$ cat config.mk
export PLATFORM = sky130hd
export DESIGN_NAME = mcu_intc
export DESIGN_NICKNAME = d
export VERILOG_FILES = /design/src/rtl/intc_pkg.sv /design/src/rtl/intc_edge_sync.sv /design/src/rtl/intc_src_bank.sv /design/src/rtl/intc_vector_ctl.sv /design/src/rtl/mcu_intc.sv
export SDC_FILE = /design/constraint.sdc
export NUM_CORES = 1
export LEC_CHECK = 0
export ABC_CLOCK_PERIOD_IN_PS = 1910
export BUFFER_PORTS_ARGS = -buffer_cell sky130_fd_sc_hd__buf_2
export CORE_MARGIN = 4
export CORE_UTILIZATION = 40
export DETAILED_ROUTE_END_ITERATION = 6
export PLACE_DENSITY = 0.71
export SYNTH_ARGS = -nofsm -noshare
export SYNTH_HDL_FRONTEND = slang
export SYNTH_HIERARCHICAL = 1
export SYNTH_SLANG_ARGS = --single-unit
$ cat constraint.sdc
create_clock -name clk -period 1.91 [get_ports clk]
set_input_delay 0 -clock clk [delete_from_list [all_inputs] [get_ports clk]]
set_output_delay 0 -clock clk [all_outputs]
set_load 0.01 [all_outputs]
$ cat src/rtl/intc_pkg.sv
package intc_pkg;
  localparam int unsigned REG_W     = 8;
  localparam int unsigned SEL_W     = 3;
  localparam int unsigned CORE_N    = 3;
  localparam int unsigned BIT_GIE   = 7;
  localparam int unsigned BIT_PEIE  = 6;
  localparam int unsigned CORE_ENL  = 3;
  localparam int unsigned CORE_FLGL = 0;
  // core source index inside the flag/enable fields
  localparam int unsigned SRC_PORT  = 0;
  localparam int unsigned SRC_PIN   = 1;
  localparam int unsigned SRC_TMR   = 2;

  typedef enum logic [SEL_W-1:0] {
    SEL_CTRL  = 3'd0,
    SEL_PFLGA = 3'd1,
    SEL_PFLGB = 3'd2,
    SEL_PENA  = 3'd3,
    SEL_PENB  = 3'd4
  } reg_sel_e;
endpackage

$ cat src/rtl/intc_edge_sync.sv
module intc_edge_sync (
  input  logic clk,
  input  logic rst_n,
  input  logic pin_async,
  input  logic rise_sel,
  output logic edge_pulse
);
  logic s1_q, s2_q, prev_q;
  logic s1_d, s2_d, prev_d;

  always_comb begin
    s1_d   = pin_async;
    s2_d   = s1_q;
    prev_d = s2_q;
  end

  always_ff @(posedge clk or negedge rst_n) begin
    if (!rst_n) begin
      s1_q   <= 1'b0;
      s2_q   <= 1'b0;
      prev_q <= 1'b0;
    end else begin
      s1_q   <= s1_d;
      s2_q   <= s2_d;
      prev_q <= prev_d;
    end
  end

  always_comb begin
    if (rise_sel) edge_pulse = s2_q & ~prev_q;
    else          edge_pulse = ~s2_q & prev_q;
  end

  // an edge of one polarity needs the opposite one before it can repeat
  assert_no_back_to_back_R10: assert property (@(posedge clk) disable iff (!rst_n)
    (edge_pulse && $stable(rise_sel)) |=> !edge_pulse);
endmodule

$ cat src/rtl/intc_src_bank.sv
module intc_src_bank #(
  parameter int unsigned N = 8
) (
  input  logic         clk,
  input  logic         rst_n,
  input  logic         flag_we,
  input  logic         en_we,
  input  logic [N-1:0] flag_wdata,
  input  logic [N-1:0] en_wdata,
  input  logic [N-1:0] evt,
  output logic [N-1:0] flags,
  output logic [N-1:0] enables,
  output logic         pend
);
  logic [N-1:0] flag_q, flag_d;
  logic [N-1:0] en_q, en_d;

  for (genvar i = 0; i < N; i++) begin : g_bit
    always_comb begin
      // an event always wins over a same-cycle software clear
      flag_d[i] = evt[i] | (flag_we ? flag_wdata[i] : flag_q[i]);
      en_d[i]   = en_we ? en_wdata[i] : en_q[i];
    end

    assert_evt_sets_flag_R2: assert property (@(posedge clk) disable iff (!rst_n)
      evt[i] |=> flags[i]);
    assert_flag_sticky_R7: assert property (@(posedge clk) disable iff (!rst_n)
      (flags[i] && !flag_we) |=> flags[i]);
  end

  always_ff @(posedge clk or negedge rst_n) begin
    if (!rst_n) begin
      flag_q <= '0;
      en_q   <= '0;
    end else begin
      flag_q <= flag_d;
      en_q   <= en_d;
    end
  end

  assign flags   = flag_q;
  assign enables = en_q;
  assign pend    = |(flag_q & en_q);
endmodule

$ cat src/rtl/intc_vector_ctl.sv
module intc_vector_ctl #(
  parameter int unsigned PC_W     = 13,
  parameter int unsigned VEC_ADDR = 4
) (
  input  logic            clk,
  input  logic            rst_n,
  input  logic            ctrl_we,
  input  logic            wr_gie,
  input  logic            wr_peie,
  input  logic            ack,
  input  logic            reti,
  input  logic            core_pend,
  input  logic            peri_pend,
  input  logic [PC_W-1:0] ret_pc,
  output logic            gie,
  output logic            peie,
  output logic            irq,
  output logic            vec_taken,
  output logic [PC_W-1:0] pc_vec,
  output logic            stk_push,
  output logic [PC_W-1:0] stk_data
);
  logic            gie_q, gie_d;
  logic            peie_q, peie_d;
  logic            taken_q, taken_d;
  logic [PC_W-1:0] addr_q, addr_d;
  logic            take;

  always_comb begin
    irq  = gie_q & (core_pend | (peie_q & peri_pend));
    take = ack & irq;
    // priority: acknowledge, then return, then software write
    if (take)         gie_d = 1'b0;
    else if (reti)    gie_d = 1'b1;
    else if (ctrl_we) gie_d = wr_gie;
    else              gie_d = gie_q;
    peie_d  = ctrl_we ? wr_peie : peie_q;
    taken_d = take;
    addr_d  = take ? ret_pc : addr_q;
  end

  always_ff @(posedge clk or negedge rst_n) begin
    if (!rst_n) begin
      gie_q   <= 1'b0;
      peie_q  <= 1'b0;
      taken_q <= 1'b0;
      addr_q  <= '0;
    end else begin
      gie_q   <= gie_d;
      peie_q  <= peie_d;
      taken_q <= taken_d;
      addr_q  <= addr_d;
    end
  end

  assign gie       = gie_q;
  assign peie      = peie_q;
  assign vec_taken = taken_q;
  assign stk_push  = taken_q;
  assign stk_data  = addr_q;
  assign pc_vec    = PC_W'(VEC_ADDR);

  assert_ack_clears_gie_R5: assert property (@(posedge clk) disable iff (!rst_n)
    (ack && irq) |=> (!gie && vec_taken));
  assert_single_pulse_R5: assert property (@(posedge clk) disable iff (!rst_n)
    vec_taken |=> !vec_taken);
  assert_push_with_vector_R5: assert property (@(posedge clk) disable iff (!rst_n)
    vec_taken |-> stk_push);
  assert_irq_needs_gie_R3: assert property (@(posedge clk) disable iff (!rst_n)
    irq |-> gie);
  assert_idle_ack_ignored_R6: assert property (@(posedge clk) disable iff (!rst_n)
    (ack && !irq) |=> !vec_taken);
  assert_reti_sets_gie_R8: assert property (@(posedge clk) disable iff (!rst_n)
    (reti && !(ack && irq)) |=> gie);
endmodule

$ cat src/rtl/mcu_intc.sv
module mcu_intc
  import intc_pkg::*;
#(
  parameter int unsigned PER_N    = 8,
  parameter int unsigned PC_W     = 13,
  parameter int unsigned VEC_ADDR = 4
) (
  input  logic                 clk,
  input  logic                 rst_n,
  input  logic                 wr_en,
  input  logic [SEL_W-1:0]     wr_sel,
  input  logic [REG_W-1:0]     wr_data,
  input  logic [SEL_W-1:0]     rd_sel,
  output logic [REG_W-1:0]     rd_data,
  input  logic                 ext_pin,
  input  logic                 pin_rise_sel,
  input  logic                 port_chg,
  input  logic                 tmr_ovf,
  input  logic [2*PER_N-1:0]   per_evt,
  input  logic                 ack,
  input  logic                 reti,
  input  logic [PC_W-1:0]      ret_pc,
  output logic                 irq,
  output logic                 vec_taken,
  output logic [PC_W-1:0]      pc_vec,
  output logic                 stk_push,
  output logic [PC_W-1:0]      stk_data
);
  localparam int unsigned BANKS = 2;

  // reset: asserted asynchronously, released on the clock
  logic rst_m_q, rst_s_q;
  always_ff @(posedge clk or negedge rst_n) begin
    if (!rst_n) begin
      rst_m_q <= 1'b0;
      rst_s_q <= 1'b0;
    end else begin
      rst_m_q <= 1'b1;
      rst_s_q <= rst_m_q;
    end
  end

  logic ctrl_we;
  logic pin_pulse;
  logic [CORE_N-1:0] core_evt, core_flags, core_en;
  logic core_pend;
  logic gie, peie;
  logic [BANKS-1:0] bank_pend;
  logic [PER_N-1:0] bank_flags [BANKS];
  logic [PER_N-1:0] bank_en    [BANKS];

  assign ctrl_we = wr_en && (wr_sel == SEL_CTRL);

  intc_edge_sync u_pin (
    .clk        (clk),
    .rst_n      (rst_s_q),
    .pin_async  (ext_pin),
    .rise_sel   (pin_rise_sel),
    .edge_pulse (pin_pulse)
  );

  always_comb begin
    core_evt           = '0;
    core_evt[SRC_PORT] = port_chg;
    core_evt[SRC_PIN]  = pin_pulse;
    core_evt[SRC_TMR]  = tmr_ovf;
  end

  intc_src_bank #(.N(CORE_N)) u_core (
    .clk        (clk),
    .rst_n      (rst_s_q),
    .flag_we    (ctrl_we),
    .en_we      (ctrl_we),
    .flag_wdata (wr_data[CORE_FLGL +: CORE_N]),
    .en_wdata   (wr_data[CORE_ENL +: CORE_N]),
    .evt        (core_evt),
    .flags      (core_flags),
    .enables    (core_en),
    .pend       (core_pend)
  );

  for (genvar b = 0; b < BANKS; b++) begin : g_bank
    logic flag_we_b, en_we_b;
    assign flag_we_b = wr_en && (wr_sel == SEL_W'(SEL_PFLGA) + SEL_W'(b));
    assign en_we_b   = wr_en && (wr_sel == SEL_W'(SEL_PENA) + SEL_W'(b));
    intc_src_bank #(.N(PER_N)) u_per (
      .clk        (clk),
      .rst_n      (rst_s_q),
      .flag_we    (flag_we_b),
      .en_we      (en_we_b),
      .flag_wdata (wr_data[PER_N-1:0]),
      .en_wdata   (wr_data[PER_N-1:0]),
      .evt        (per_evt[b*PER_N +: PER_N]),
      .flags      (bank_flags[b]),
      .enables    (bank_en[b]),
      .pend       (bank_pend[b])
    );
  end

  intc_vector_ctl #(.PC_W(PC_W), .VEC_ADDR(VEC_ADDR)) u_vec (
    .clk       (clk),
    .rst_n     (rst_s_q),
    .ctrl_we   (ctrl_we),
    .wr_gie    (wr_data[BIT_GIE]),
    .wr_peie   (wr_data[BIT_PEIE]),
    .ack       (ack),
    .reti      (reti),
    .core_pend (core_pend),
    .peri_pend (|bank_pend),
    .ret_pc    (ret_pc),
    .gie       (gie),
    .peie      (peie),
    .irq       (irq),
    .vec_taken (vec_taken),
    .pc_vec    (pc_vec),
    .stk_push  (stk_push),
    .stk_data  (stk_data)
  );

  always_comb begin
    rd_data = '0;
    unique case (rd_sel)
      SEL_CTRL: begin
        rd_data[BIT_GIE]               = gie;
        rd_data[BIT_PEIE]              = peie;
        rd_data[CORE_ENL +: CORE_N]    = core_en;
        rd_data[CORE_FLGL +: CORE_N]   = core_flags;
      end
      SEL_PFLGA: rd_data[PER_N-1:0] = bank_flags[0];
      SEL_PFLGB: rd_data[PER_N-1:0] = bank_flags[1];
      SEL_PENA:  rd_data[PER_N-1:0] = bank_en[0];
      SEL_PENB:  rd_data[PER_N-1:0] = bank_en[1];
      default:   rd_data = '0;
    endcase
  end

  assert_periph_gated_R4: assert property (@(posedge clk) disable iff (!rst_s_q)
    (irq && !core_pend) |-> peie);
endmodule

==> metrics.txt, run 1 <==
# TYPE chip_impl_metric gauge
chip_impl_metric{name="async_reset_ff_frac",unit=""} 1.000
chip_impl_metric{name="yosys_register_bits",unit=""} 59
chip_impl_metric{name="synthCells",unit=""} 231
chip_impl_info{name="worstSetupEndpointType",value="flip-flop"} 1
chip_impl_info{name="synth_most_common_cell",value="sky130_fd_sc_hd__dfrtp_1"} 1
chip_impl_metric{name="final_cell_area_excluding_filler_cells",unit="mm²"} 0.004219
chip_impl_metric{name="clk_path_buf_depth",unit=""} 2
chip_impl_metric{name="drive_gt1_frac",unit=""} 0.4380
chip_impl_metric{name="slew_headroom",unit=""} 0.5959
chip_impl_info{name="netlist_top_cells_count",value="59 x sky130_fd_sc_hd__dfrtp_1, 32 x sky130_fd_sc_hd__mux2_2, 21 x sky130_fd_sc_hd__nor2b_1"} 1
chip_impl_metric{name="fp.dieW",unit="µm"} 93.61
chip_impl_metric{name="layout-area-overhead-vs-synth",unit="%"} 43.92
chip_impl_metric{name="layoutNonFillerInstCount",unit=""} 475
chip_impl_metric{name="globalRoute.totalOverflow",unit=""} 0
chip_impl_info{name="outcome",value="completed"} 1
chip_impl_info{name="worstSetupStartpointType",value="flip-flop"} 1
chip_impl_metric{name="via_per_inst",unit=""} 4.943
chip_impl_metric{name="floorplan.rows",unit=""} 30
chip_impl_metric{name="dpl_cell_area",unit="mm²"} 0.003347
chip_impl_metric{name="clock_sink_count",unit=""} 59
chip_impl_metric{name="coreArea",unit="mm²"} 0.006944
chip_impl_metric{name="fin_worst_hold_slack",unit="ns"} 0.02118
chip_impl_info{name="postSynth.topFlopCell",value="sky130_fd_sc_hd__dfrtp_1"} 1
chip_impl_metric{name="count_of_cell_types_in_the_netlist",unit=""} 38
chip_impl_metric{name="cts_inserted_buffers",unit=""} 9
chip_impl_metric{name="clock_latency",unit="ns"} 0.34
chip_impl_metric{name="first_pass_grt_wire_length",unit="µm"} 12360
chip_impl_metric{name="detailedPlacementHpwl",unit="µm"} 5066
chip_impl_metric{name="initial_core_util",unit=""} 0.4222
chip_impl_metric{name="critPathMaxFanout",unit=""} 15
chip_impl_metric{name="final.fill_count",unit=""} 567
chip_impl_metric{name="max_slew.worst_pin.slew",unit="ns"} 0.6049
chip_impl_metric{name="dp.cells",unit=""} 394
chip_impl_metric{name="worstHoldPathCells",unit=""} 3
chip_impl_metric{name="dr.first_iter.drc_count",unit=""} 123
chip_impl_metric{name="synth-edff-count",unit=""} 0
chip_impl_metric{name="num_vias",unit=""} 2348
chip_impl_metric{name="worst_ep_arrival_time",unit="ns"} 2.06
chip_impl_metric{name="top_level_ports",unit=""} 89
chip_impl_metric{name="syn-cell-area",unit="mm²"} 0.002932
chip_impl_info{name="tritoncts",value="yes"} 1
chip_impl_metric{name="global_route.usage.total",unit=""} 0.1849
chip_impl_metric{name="die_height",unit="µm"} 93.61
chip_impl_metric{name="design.die.area",unit="mm²"} 0.008763
chip_impl_metric{name="drtPass1Iterations",unit=""} 4
chip_impl_metric{name="grt_max_degree",unit=""} 41
chip_impl_metric{name="worst-r2r-cell-count",unit=""} 7
chip_impl_metric{name="average_wire_length_per_cell_after_detail_routing",unit="µm"} 16.58
chip_impl_metric{name="antenna_cells_inserted",unit=""} 0
chip_impl_metric{name="post-route-min-period",unit="ns"} 1.837
chip_impl_metric{name="synth.avg_cell_area",unit="µm²"} 12.69
chip_impl_metric{name="yosysWarningCount",unit=""} 6
chip_impl_metric{name="routed_wirelength",unit="µm"} 7877
chip_impl_metric{name="cts.htree.levels",unit=""} 3
chip_impl_metric{name="finalMaxSlewViolations",unit=""} 0
chip_impl_metric{name="synth.yosys.seq_area_share",unit=""} 0.5036
chip_impl_metric{name="fin_total_pwr",unit="µW"} 3853
chip_impl_info{name="root_buffer",value="sky130_fd_sc_hd__clkbuf_8"} 1
chip_impl_metric{name="first_global_vias",unit=""} 2423
chip_impl_metric{name="initial_antenna_violation_count",unit=""} 0
chip_impl_metric{name="synth_top_area_frac",unit=""} 0.5036
chip_impl_metric{name="worst_clock_skew",unit="ns"} 0.008657
chip_impl_metric{name="totalNegativeSetupSlack",unit="ns"} 0
chip_impl_metric{name="cts.clk_slew.worst_paths",unit="ns"} 0.07
chip_impl_metric{name="timing.final.hold_violations",unit=""} 0
chip_impl_metric{name="drc_errors",unit=""} 0
chip_impl_metric{name="post_route_ant_nets",unit=""} 0
chip_impl_metric{name="setup_viol_count_final",unit=""} 0
chip_impl_info{name="synth_top_cells_by_area",value="sky130_fd_sc_hd__dfrtp_1 50%, sky130_fd_sc_hd__mux2_2 12%, sky130_fd_sc_hd__nor2b_1 4.5%"} 1
chip_impl_metric{name="post_route_fraction_of_the_period_consumed_by_the_critical_path",unit=""} 0.9616
chip_impl_metric{name="power.density",unit="mW/mm²"} 913.2
chip_impl_info{name="unrepaired_setup_endpoints_after_global_routing",value="true"} 1
chip_impl_metric{name="leakagePower",unit="µW"} 0.001766
chip_impl_metric{name="cp_data_required_time",unit="ns"} 2.13
chip_impl_metric{name="routabilityCongestion",unit=""} 0.8275
chip_impl_metric{name="place.port_buffers",unit=""} 75
chip_impl_info{name="setup.worst_path.class",value="flip-flop to flip-flop"} 1
chip_impl_metric{name="achievable-frequency",unit="GHz"} 0.5445
chip_impl_metric{name="power.ir.vdd_worst",unit="µV"} 391.9
chip_impl_metric{name="maxCapViolCount",unit=""} 0
chip_impl_info{name="post-synth-top-area-cell",value="sky130_fd_sc_hd__dfrtp_1"} 1
chip_impl_metric{name="finish.net_count",unit=""} 426
chip_impl_info{name="worst_hold_path_type",value="input port to flip-flop"} 1
==> power breakdown <==
part | internal (µW) | switching (µW)
Clock | 631 | 495
Combinational | 602 | 437
Sequential | 1500 | 186
==> layer usage <==
metal	vias to the layer above	GRT usage	wire length, µm
li1	1110	-	-
met1	1146	0.2382	3418
met2	84	0.3014	3902
met3	8	0.04183	459
met4	0	0.07341	96
met5	-	0	0
==> cell usage in the layout (no fill, tap or decap), drive strengths merged, types with 2 or more instances in the layout <==
| cell type | n |
|---|---|
| buf | 85 |
| a22oi | 15 |
| dlygate4sd3 | 62 |
| o22ai | 7 |
| nor2b | 21 |
| clkbuf | 11 |
| conb | 14 |
| nand2 | 2 |
| nor4bb | 2 |
| nand4 | 2 |
| mux2i | 2 |
| and2b | 2 |
| a211o | 19 |
| clkinv | 3 |
| nor2 | 3 |
| a21oi | 8 |
| mux2 | 40 |
| dfrtp | 59 |
| nor3b | 8 |
| nor3 | 2 |
==> worst paths after layout <==
path,start,to,slack [ns]
max,g_bank[1].u_per/enables[3],u_vec/stk_data[8],0.07
min,pin_rise_sel,u_core/flags[1],0.02
max reg2reg,g_bank[1].u_per/enables[3],u_vec/stk_data[8],0.07
min reg2reg,rst_s_q,g_bank[1].u_per/flags[3],0.21
max in group asynchronous,rst_s_q,g_bank[1].u_per/flags[0],1.14
min in group asynchronous,rst_s_q,g_bank[1].u_per/flags[3],0.21
==> registers in the layout, indices dropped and copies added (netlist names), 3 cells and up <==
name,flops
g_bank.u_per/enables,16
g_bank.u_per/flags,16
u_core/enables,3
u_core/flags,3
u_vec/stk_data,13
==> what timing repair did <==
action	CTS	global route
pin swaps	1	1
buffers inserted	3	0
gates resized for setup	4	3
hold buffers	62	0
setup endpoints to repair	1	14
hold endpoints to repair	56	0
==> cell families (layout without fill, tap and decap cells) <==
kind of cell,after synthesis,count (layout),share of synthesized area
compound gates,53,53,0.1426
buf+inv,27,164,0.07170
flops,59,59,0.5036
mux,42,42,0.1707
other cells,3,14,0.003841
simple gates,47,47,0.1076
==> metrics by stage <==
step	util	worst slack (ns)
final	0.6076	0.07329
after global routing	0.6076	0.0006968
after CTS	0.6058	0.005725
after detailed placement	0.4820	0.06341
after global placement	0.4820	0.08710
after floorplan	-	0.1457
==> worst max-delay path, cell delays in order (launching register included) <==
cell and delay [ns]:
sky130_fd_sc_hd__dfrtp_1 0.41, sky130_fd_sc_hd__a22oi_2 0.07, sky130_fd_sc_hd__nand4_1 0.10, sky130_fd_sc_hd__or2_4 0.13
sky130_fd_sc_hd__a21oi_4 0.05, sky130_fd_sc_hd__buf_4 0.14, sky130_fd_sc_hd__nor2_4 0.41, sky130_fd_sc_hd__mux2_2 0.40
==> area by class of cell <==
cell class	instances	area [µm²]	area share
tap	96	120.1	0.02847
inverter	1	3.754	0.0008897
clock inverter	5	52.55	0.01246
clock buffer	11	141.4	0.03351
sequential	59	1478	0.3502
multi-input combinational	156	1340	0.3176
timing repair buffer	147	1084	0.2568
Power figures use the tool's default switching activity.
==> run 2, diff against run 1 <==
--- a/config.mk
+++ b/config.mk
@@ -10,8 +10,8 @@
 export CORE_MARGIN = 4
 export CORE_UTILIZATION = 40
 export DETAILED_ROUTE_END_ITERATION = 6
+export HOLD_SLACK_MARGIN = 0.05
 export PLACE_DENSITY = 0.71
 export SYNTH_ARGS = -nofsm -noshare
 export SYNTH_HDL_FRONTEND = slang
-export SYNTH_HIERARCHICAL = 1
 export SYNTH_SLANG_ARGS = --single-unit
==> constraint.sdc (replaced) <==
create_clock -name clk -period 1.91 [get_ports clk]
set_input_delay 0.382 -clock clk [delete_from_list [all_inputs] [get_ports clk]]
set_output_delay 0.382 -clock clk [all_outputs]
set_load 0.01 [all_outputs]
==> run 2 against run 1 <==
The run now ends with setup timing left. Count of clock-buffer cells in the layout did not move. Non-clock buffer count shrank 47. Design area fell by 12%. Critical path type is now flip-flop to output port.
==> metrics.txt, run 2 <==
# TYPE chip_impl_metric gauge
chip_impl_info{name="outcome",value="finished with violations"} 1
chip_impl_info{name="violated_checks",value="setup timing"} 1
chip_impl_metric{name="final_core_utilization",unit=""} 0.5424
chip_impl_info{name="root_buffer",value="sky130_fd_sc_hd__clkbuf_8"} 1
chip_impl_metric{name="finalMaxSlewViolations",unit=""} 0
chip_impl_metric{name="cp_data_required_time",unit="ns"} 1.53
chip_impl_metric{name="yosysWarningCount",unit=""} 0
chip_impl_metric{name="clock_latency",unit="ns"} 0.33
chip_impl_metric{name="share_comb_of_total_power",unit=""} 0.291
chip_impl_metric{name="globalRoute.totalOverflow",unit=""} 0
chip_impl_metric{name="fin_total_pwr",unit="µW"} 4013
chip_impl_metric{name="coreArea",unit="mm²"} 0.006869
chip_impl_info{name="mostFrequentLayoutCell",value="sky130_fd_sc_hd__buf_2"} 1
chip_impl_metric{name="clk_path_buf_depth",unit=""} 2
chip_impl_metric{name="regArea",unit="mm²"} 0.001478
chip_impl_metric{name="synth-edff-count",unit=""} 0
chip_impl_metric{name="count_of_cell_types_in_the_netlist",unit=""} 35
chip_impl_metric{name="fp.dieW",unit="µm"} 92.67
chip_impl_info{name="gr-max-usage-layer",value="met2"} 1
chip_impl_metric{name="layout-area-overhead-vs-synth",unit="%"} 29.93
chip_impl_metric{name="first_global_vias",unit=""} 2239
chip_impl_info{name="synth_top_family_by_area",value="multiplexers"} 1
chip_impl_metric{name="cts_inserted_buffers",unit=""} 9
chip_impl_info{name="layout_common_cells",value="75 x sky130_fd_sc_hd__buf_2, 58 x sky130_fd_sc_hd__dfrtp_1, 26 x sky130_fd_sc_hd__mux2_2, 23 x sky130_fd_sc_hd__nand2_1, 19 x sky130_fd_sc_hd__buf_4"} 1
chip_impl_metric{name="switching_share",unit=""} 0.2963
chip_impl_info{name="worstSetupStartpointType",value="flip-flop"} 1
chip_impl_metric{name="design.die.area",unit="mm²"} 0.008588
chip_impl_info{name="tritoncts",value="yes"} 1
chip_impl_info{name="critical_path.top_delay_family",value="compound AO/OA/AOI/OAI gates"} 1
chip_impl_metric{name="synth.area.mux_share",unit=""} 0.1972
chip_impl_metric{name="dp.cells",unit=""} 409
chip_impl_info{name="slowest_stage",value="sky130_fd_sc_hd__dfrtp_1"} 1
chip_impl_metric{name="pwr-share-clk",unit=""} 0.280
chip_impl_info{name="netlist_top_cells_count",value="59 x sky130_fd_sc_hd__dfrtp_1, 26 x sky130_fd_sc_hd__mux2_2, 23 x sky130_fd_sc_hd__nand2_1"} 1
chip_impl_metric{name="p_sw",unit="µW"} 1189
chip_impl_metric{name="finish.net_count",unit=""} 388
chip_impl_metric{name="antenna_cells_inserted",unit=""} 0
chip_impl_metric{name="cts.htree.levels",unit=""} 3
chip_impl_info{name="post-synth-top-area-cell",value="sky130_fd_sc_hd__dfrtp_1"} 1
chip_impl_metric{name="routabilityCongestion",unit=""} 0.8048
chip_impl_metric{name="internal_power",unit="µW"} 2824
chip_impl_metric{name="maxCapViolCount",unit=""} 0
chip_impl_metric{name="synthCells",unit=""} 237
chip_impl_info{name="synth_most_common_cell",value="sky130_fd_sc_hd__dfrtp_1"} 1
chip_impl_metric{name="routed_wirelength",unit="µm"} 7301
chip_impl_metric{name="worst_clock_skew",unit="ns"} 0.006526
chip_impl_metric{name="worst-r2r-setup-slack",unit="ns"} -0.08
chip_impl_metric{name="post-place-ws",unit="ns"} 0.04610
chip_impl_metric{name="synth.yosys.seq_area_share",unit=""} 0.5148
chip_impl_metric{name="syn-cell-area",unit="mm²"} 0.002868
chip_impl_info{name="synth_top_cells_by_area",value="sky130_fd_sc_hd__dfrtp_1 51%, sky130_fd_sc_hd__mux2_2 10%, sky130_fd_sc_hd__mux2i_1 4.5%"} 1
chip_impl_metric{name="grt_max_degree",unit=""} 36
chip_impl_metric{name="slew_headroom",unit=""} 0.6369
chip_impl_metric{name="detailedPlacementHpwl",unit="µm"} 5223
chip_impl_metric{name="max_slew.worst_pin.slew",unit="ns"} 0.5447
chip_impl_metric{name="floorplan.rows",unit=""} 30
chip_impl_metric{name="worst_ep_arrival_time",unit="ns"} 1.64
chip_impl_metric{name="drtPass1Iterations",unit=""} 4
chip_impl_metric{name="post-route-min-period",unit="ns"} 2.025
chip_impl_metric{name="power.ir.vdd_worst",unit="µV"} 313.1
chip_impl_metric{name="die_height",unit="µm"} 92.67
chip_impl_metric{name="achievable-frequency",unit="GHz"} 0.4938
chip_impl_metric{name="initial_core_util",unit=""} 0.4175
chip_impl_metric{name="longest_individual_stage_delay_on_the_worst_path",unit="ns"} 0.39
chip_impl_metric{name="globalRouteMet3Util",unit=""} 0.04712
chip_impl_metric{name="multi_input_area",unit="mm²"} 0.001315
chip_impl_info{name="unrepaired_setup_endpoints_after_global_routing",value="true"} 1
chip_impl_metric{name="groute.layer.met1.usage",unit=""} 0.2139
chip_impl_metric{name="groute.layer.met2.usage",unit=""} 0.2779
chip_impl_metric{name="worst-path-buf-inv",unit=""} 1
chip_impl_info{name="setup.worst_path.class",value="flip-flop to output port"} 1
chip_impl_info{name="postSynth.topFlopCell",value="sky130_fd_sc_hd__dfrtp_1"} 1
chip_impl_metric{name="drc_errors",unit=""} 0
chip_impl_metric{name="timing.final.hold_violations",unit=""} 0
chip_impl_metric{name="top_level_ports",unit=""} 89
chip_impl_metric{name="layoutNonFillerInstCount",unit=""} 437
chip_impl_metric{name="synth_top_area_frac",unit=""} 0.5148
chip_impl_metric{name="clock_sink_count",unit=""} 59
chip_impl_metric{name="seq_power_share",unit=""} 0.429
chip_impl_metric{name="power.density",unit="mW/mm²"} 1077
chip_impl_metric{name="average_wire_length_per_cell_after_detail_routing",unit="µm"} 16.71
chip_impl_metric{name="place.port_buffers",unit=""} 75
chip_impl_metric{name="final.fill_count",unit=""} 608
chip_impl_metric{name="dr.first_iter.drc_count",unit=""} 99
chip_impl_info{name="worstSetupEndpointType",value="output port"} 1
chip_impl_metric{name="setup_viol_count_final",unit=""} 15
chip_impl_info{name="path_cells",value="a22o_1 > a221oi_2 > nand4_1 > nand2_1 > a21boi_1 > buf_2"} 1
chip_impl_metric{name="leakagePower",unit="µW"} 0.001713
chip_impl_info{name="worst_hold_path_type",value="input port to flip-flop"} 1
chip_impl_metric{name="critPathMaxFanout",unit=""} 2
chip_impl_metric{name="initial_antenna_violation_count",unit=""} 0
chip_impl_metric{name="yosys_register_bits",unit=""} 59
chip_impl_metric{name="post_synth_and_or_nand_nor_area_fraction",unit=""} 0.1147
chip_impl_metric{name="drive_gt1_frac",unit=""} 0.4809
chip_impl_metric{name="worst_slack",unit="ns"} -0.1152
chip_impl_metric{name="post_route_fraction_of_the_period_consumed_by_the_critical_path",unit=""} 1.060
chip_impl_metric{name="cts.clk_slew.worst_paths",unit="ns"} 0.07
chip_impl_metric{name="synth_adder_area_share",unit=""} 0
chip_impl_metric{name="totalNegativeSetupSlack",unit="ns"} -1.009
chip_impl_metric{name="post_route_ant_nets",unit=""} 0
chip_impl_metric{name="global_route.usage.total",unit=""} 0.1706
chip_impl_metric{name="via_per_inst",unit=""} 5.076
chip_impl_metric{name="num_vias",unit=""} 2218
chip_impl_metric{name="async_reset_ff_frac",unit=""} 1.000
chip_impl_metric{name="synth_compound_area_frac",unit=""} 0.1104
chip_impl_metric{name="first_pass_grt_wire_length",unit="µm"} 11250
chip_impl_metric{name="synth.avg_cell_area",unit="µm²"} 12.10
chip_impl_metric{name="synth_xor_area_frac",unit=""} 0
## run 2: cell types whose count changed after synthesis, moves of 8 or more
cell and delta:
sky130_fd_sc_hd__mux2i_1 +11, sky130_fd_sc_hd__nor2b_1 -8, sky130_fd_sc_hd__nand2_1 +21, sky130_fd_sc_hd__a22oi_1 -14, sky130_fd_sc_hd__nand3b_1 +8, sky130_fd_sc_hd__a211o_2 -12, sky130_fd_sc_hd__nor2_1 +10
## run 2: path summary, 6_finish.rpt
| kind | startpoint | endpoint | cells past startpoint |
|---|---|---|---|
| min in group asynchronous | rst_s_q | u_vec.stk_data[0] | 0 |
| max | g_bank[1].u_per.flags[4] | irq | 6 |
| min reg2reg | rst_s_q | u_vec.stk_data[0] | 0 |
| max in group asynchronous | rst_s_q | u_core.flags[2] | 1 |
| max reg2reg | g_bank[1].u_per.flags[4] | u_vec.stk_data[5] | 7 |
| min | ext_pin | u_pin.s1_q | 1 |
## run 2: per-layer routing
metal	up-vias	wire length, µm
met3	16	471
met2	86	3604
met5	-	0
met1	1091	3048
li1	1025	-
met4	0	177
## run 2: logic make-up after synthesis
| family | after synthesis |
|---|---|
| compound gates | 39 |
| buf+inv | 25 |
| flops | 59 |
| simple gates | 64 |
| other cells | 2 |
| mux | 48 |
## run 2: layout make-up
type,instances,area share
clock buffer,11,0.03795
sequential,59,0.3966
tap,96,0.03224
timing repair buffer,100,0.1652
inverter,1,0.001007
clock inverter,5,0.01410
multi-input combinational,165,0.3529
## run 2: metrics by stage
| step | cell area [µm²] | hold WS, ns |
|---|---|---|
| global placement | 3363 | 0.1664 |
| finish | 3726 | 0.1523 |
| detailed placement | 3363 | 0.1686 |
| CTS | 3631 | 0.1377 |
| global route | 3726 | 0.1363 |
| floorplan | 2913 | 0.08641 |
## run 2: power groups by stage
| stage | Clock [µW] | Sequential [µW] | Combinational (µW) |
|---|---|---|---|
| final | 1120 | 1720 | 1170 |
| after global placement | 0 | 1730 | 1010 |
| after global routing | 1200 | 1760 | 1260 |
| after CTS | 1140 | 1710 | 1070 |
| after detailed placement | 0 | 1740 | 1040 |
| after floorplan | 0 | 1780 | 643 |
## run 2: worst reg2reg max path: stages (launching register included)
cell and delay, ns:
sky130_fd_sc_hd__dfrtp_1 0.39, sky130_fd_sc_hd__a22o_1 0.25, sky130_fd_sc_hd__a221oi_2 0.19, sky130_fd_sc_hd__nand4_1 0.16, sky130_fd_sc_hd__buf_4 0.17, sky130_fd_sc_hd__a41o_4 0.27
sky130_fd_sc_hd__buf_12 0.15, sky130_fd_sc_hd__mux2_4 0.30
## run 2: timing repair
item | in CTS | in global routing
gates resized for setup | 4 | 11
pin swaps | 5 | 4
cloned | 0 | 1
setup endpoints to repair | 2 | 17
hold buffers | 1 | 0
hold endpoints to repair | 2 | 0
setup buffers | 8 | 3
==> run 3, diff against run 2 <==
--- a/config.mk
+++ b/config.mk
@@ -15,3 +15,4 @@
 export SYNTH_ARGS = -nofsm -noshare
 export SYNTH_HDL_FRONTEND = slang
 export SYNTH_SLANG_ARGS = --single-unit
+export TNS_END_PERCENT = 50
==> run 3 against run 2 <==
Sequential share of layout area increased by 0.86 points. Clock skew barely moved. Combinational power shrank 9%. Sequential cell count did not move. Clock power about the same. Largest power group unchanged. Die area did not move. Worst hold slack improved by 0.0024 ns. The run still ends with setup timing left. Design area shrank 2.1%. Largest cell class unchanged. Setup slack better by 0.0056 ns.
==> metrics.txt, run 3 (synthesis results as in run 2) <==
# TYPE chip_impl_metric gauge
chip_impl_info{name="outcome",value="finished with violations"} 1
chip_impl_info{name="violated_checks",value="setup timing"} 1
chip_impl_metric{name="first_pass_grt_wire_length",unit="µm"} 11270
chip_impl_info{name="hold_start",value="ext_pin"} 1
chip_impl_metric{name="cts.clk_slew.worst_paths",unit="ns"} 0.07
chip_impl_metric{name="worstHoldPathCells",unit=""} 1
chip_impl_metric{name="initial_antenna_violation_count",unit=""} 0
chip_impl_metric{name="worst_ep_arrival_time",unit="ns"} 1.64
chip_impl_metric{name="top_level_ports",unit=""} 89
chip_impl_info{name="critical_path.top_delay_family",value="compound AO/OA/AOI/OAI gates"} 1
chip_impl_metric{name="drc_errors",unit=""} 0
chip_impl_metric{name="post_route_fraction_of_the_period_consumed_by_the_critical_path",unit=""} 1.057
chip_impl_metric{name="groute.layer.met2.usage",unit=""} 0.2779
chip_impl_metric{name="routed_wirelength",unit="µm"} 7077
chip_impl_info{name="tritoncts",value="yes"} 1
chip_impl_metric{name="fp.dieW",unit="µm"} 92.67
chip_impl_info{name="root_buffer",value="sky130_fd_sc_hd__clkbuf_8"} 1
chip_impl_info{name="holdPathEnd",value="u_pin.s1_q"} 1
chip_impl_metric{name="globalRouteMet3Util",unit=""} 0.04712
chip_impl_metric{name="num_vias",unit=""} 2185
chip_impl_metric{name="antenna_cells_inserted",unit=""} 0
chip_impl_info{name="mostFrequentLayoutCell",value="sky130_fd_sc_hd__buf_2"} 1
chip_impl_metric{name="clock_latency",unit="ns"} 0.33
chip_impl_metric{name="worst_slack",unit="ns"} -0.1096
chip_impl_info{name="setup.worst_path.class",value="flip-flop to output port"} 1
chip_impl_metric{name="longest_individual_stage_delay_on_the_worst_path",unit="ns"} 0.38
chip_impl_metric{name="routabilityCongestion",unit=""} 0.8048
chip_impl_metric{name="floorplan.rows",unit=""} 30
chip_impl_metric{name="final.fill_count",unit=""} 621
chip_impl_metric{name="post_route_ant_nets",unit=""} 0
chip_impl_info{name="crit-reg2reg-launch",value="g_bank[1].u_per.flags[7]"} 1
chip_impl_metric{name="design.die.area",unit="mm²"} 0.008588
chip_impl_metric{name="place.port_buffers",unit=""} 75
chip_impl_metric{name="setup_viol_count_final",unit=""} 15
chip_impl_metric{name="power.ir.vdd_worst",unit="µV"} 312.1
chip_impl_info{name="worstSetupStartpointType",value="flip-flop"} 1
chip_impl_metric{name="first_global_vias",unit=""} 2239
chip_impl_metric{name="power.density",unit="mW/mm²"} 1071
chip_impl_metric{name="worst-r2r-setup-slack",unit="ns"} -0.05
chip_impl_info{name="path_cells",value="a22o_1 > a221oi_2 > nand4_1 > nand2_1 > a21boi_1 > buf_2"} 1
chip_impl_metric{name="layout-area-overhead-vs-synth",unit="%"} 27.18
chip_impl_metric{name="timing.final.hold_violations",unit=""} 0
chip_impl_metric{name="global_route.usage.total",unit=""} 0.1708
chip_impl_metric{name="post-route-min-period",unit="ns"} 2.020
chip_impl_info{name="worst_hold_path_type",value="input port to flip-flop"} 1
chip_impl_metric{name="post-place-ws",unit="ns"} 0.04610
chip_impl_metric{name="slew_headroom",unit=""} 0.6355
chip_impl_metric{name="drive_gt1_frac",unit=""} 0.4631
chip_impl_metric{name="clk_path_buf_depth",unit=""} 2
chip_impl_metric{name="groute.layer.met1.usage",unit=""} 0.2144
chip_impl_info{name="reg2reg_to",value="u_vec.stk_data[5]"} 1
chip_impl_metric{name="fin_total_pwr",unit="µW"} 3905
chip_impl_metric{name="worst_clock_skew",unit="ns"} 0.006032
chip_impl_metric{name="average_wire_length_per_cell_after_detail_routing",unit="µm"} 16.27
chip_impl_metric{name="globalRoute.totalOverflow",unit=""} 0
chip_impl_metric{name="detailedPlacementHpwl",unit="µm"} 5223
chip_impl_metric{name="cts.htree.levels",unit=""} 3
chip_impl_metric{name="grt_max_degree",unit=""} 36
chip_impl_metric{name="dr.first_iter.drc_count",unit=""} 93
chip_impl_metric{name="worst-path-buf-inv",unit=""} 1
chip_impl_metric{name="layoutNonFillerInstCount",unit=""} 435
chip_impl_metric{name="worst-r2r-cell-count",unit=""} 7
chip_impl_metric{name="totalNegativeSetupSlack",unit="ns"} -0.6481
chip_impl_metric{name="dp.cells",unit=""} 409
chip_impl_info{name="slowest_stage",value="sky130_fd_sc_hd__dfrtp_1"} 1
chip_impl_metric{name="coreArea",unit="mm²"} 0.006869
chip_impl_metric{name="finalMaxSlewViolations",unit=""} 0
chip_impl_info{name="unrepaired_setup_endpoints_after_global_routing",value="true"} 1
chip_impl_info{name="gr-max-usage-layer",value="met2"} 1
chip_impl_metric{name="critPathMaxFanout",unit=""} 2
chip_impl_metric{name="finish.net_count",unit=""} 386
chip_impl_info{name="layout_common_cells",value="75 x sky130_fd_sc_hd__buf_2, 58 x sky130_fd_sc_hd__dfrtp_1, 26 x sky130_fd_sc_hd__mux2_2, 23 x sky130_fd_sc_hd__nand2_1, 20 x sky130_fd_sc_hd__buf_4"} 1
chip_impl_metric{name="achievable-frequency",unit="GHz"} 0.4951
chip_impl_metric{name="fin_worst_hold_slack",unit="ns"} 0.1547
chip_impl_metric{name="cp_data_required_time",unit="ns"} 1.53
chip_impl_metric{name="initial_core_util",unit=""} 0.4175
chip_impl_info{name="worstSetupEndpointType",value="output port"} 1
chip_impl_metric{name="die_height",unit="µm"} 92.67
chip_impl_metric{name="max_slew.worst_pin.slew",unit="ns"} 0.5467
chip_impl_metric{name="via_per_inst",unit=""} 5.023
chip_impl_metric{name="drtPass1Iterations",unit=""} 4
chip_impl_metric{name="maxCapViolCount",unit=""} 0
chip_impl_metric{name="leakagePower",unit="µW"} 0.001691
chip_impl_metric{name="cts_inserted_buffers",unit=""} 9
chip_impl_metric{name="clock_sink_count",unit=""} 59
-- run 3: cell count changes in the layout (fill, tap and decap cells not counted), sizes merged --
cell and delta:
buf -1, clkbuf -1
-- run 3: metrics by stage --
step	cell area, µm²	util
5_1_grt	3647	0.5310
2_1_floorplan	2913	-
4_1_cts	3627	0.5281
3_5_place_dp	3363	0.4896
3_3_place_gp	3363	0.4896
6_report	3647	0.5310
-- run 3: layout make-up --
type                            count  area [µm²]  area share
Sequential cell                    59        1478      0.4051
Multi-Input combinational cell    165        1276      0.3499
Tap cell                           96       120.1     0.03293
Timing Repair Buffer               98       575.6      0.1578
Clock buffer                       11       141.4     0.03877
Inverter                            1       3.754    0.001029
Clock inverter                      5       52.55     0.01441
-- run 3: where the power goes --
| group | leakage [µW] | switching (µW) | internal [µW] |
|---|---|---|---|
| logic | 0.000945 | 466 | 605 |
| clock network | 0.0000991 | 489 | 631 |
| registers | 0.000647 | 195 | 1520 |
-- run 3: layer usage --
metal	part of all wire	vias up
met1	0.42	1084
met2	0.49	69
met4	0.022	0
met5	0	-
met3	0.058	13
li1	-	1019
-- run 3: repair_timing --
| action | 4_1_cts | 5_1_grt |
|---|---|---|
| pin swaps | 5 | 1 |
| hold buffers | 1 | 0 |
| gates resized for setup | 2 | 4 |
| buffers inserted | 8 | 1 |
| endpoints found under the hold margin | 2 | 0 |
| endpoints found under the setup margin | 2 | 17 |
-- run 3: worst max-delay path by stage --
stage / start / end / slack [ns] / cells past startpoint
detailed placement: g_bank[1].u_per.flags[7] / u_vec.stk_data[9] / 0.05 / 6
finish: g_bank[1].u_per.flags[7] / irq / -0.11 / 6
CTS: g_bank[1].u_per.flags[7] / irq / -0.10 / 6
global route: g_bank[1].u_per.flags[4] / irq / -0.21 / 6
floorplan: g_bank[1].u_per.flags[3] / u_vec.stk_data[10] / 0.1 / 7
global placement: g_bank[1].u_per.flags[7] / u_vec.stk_data[8] / 0.06 / 6
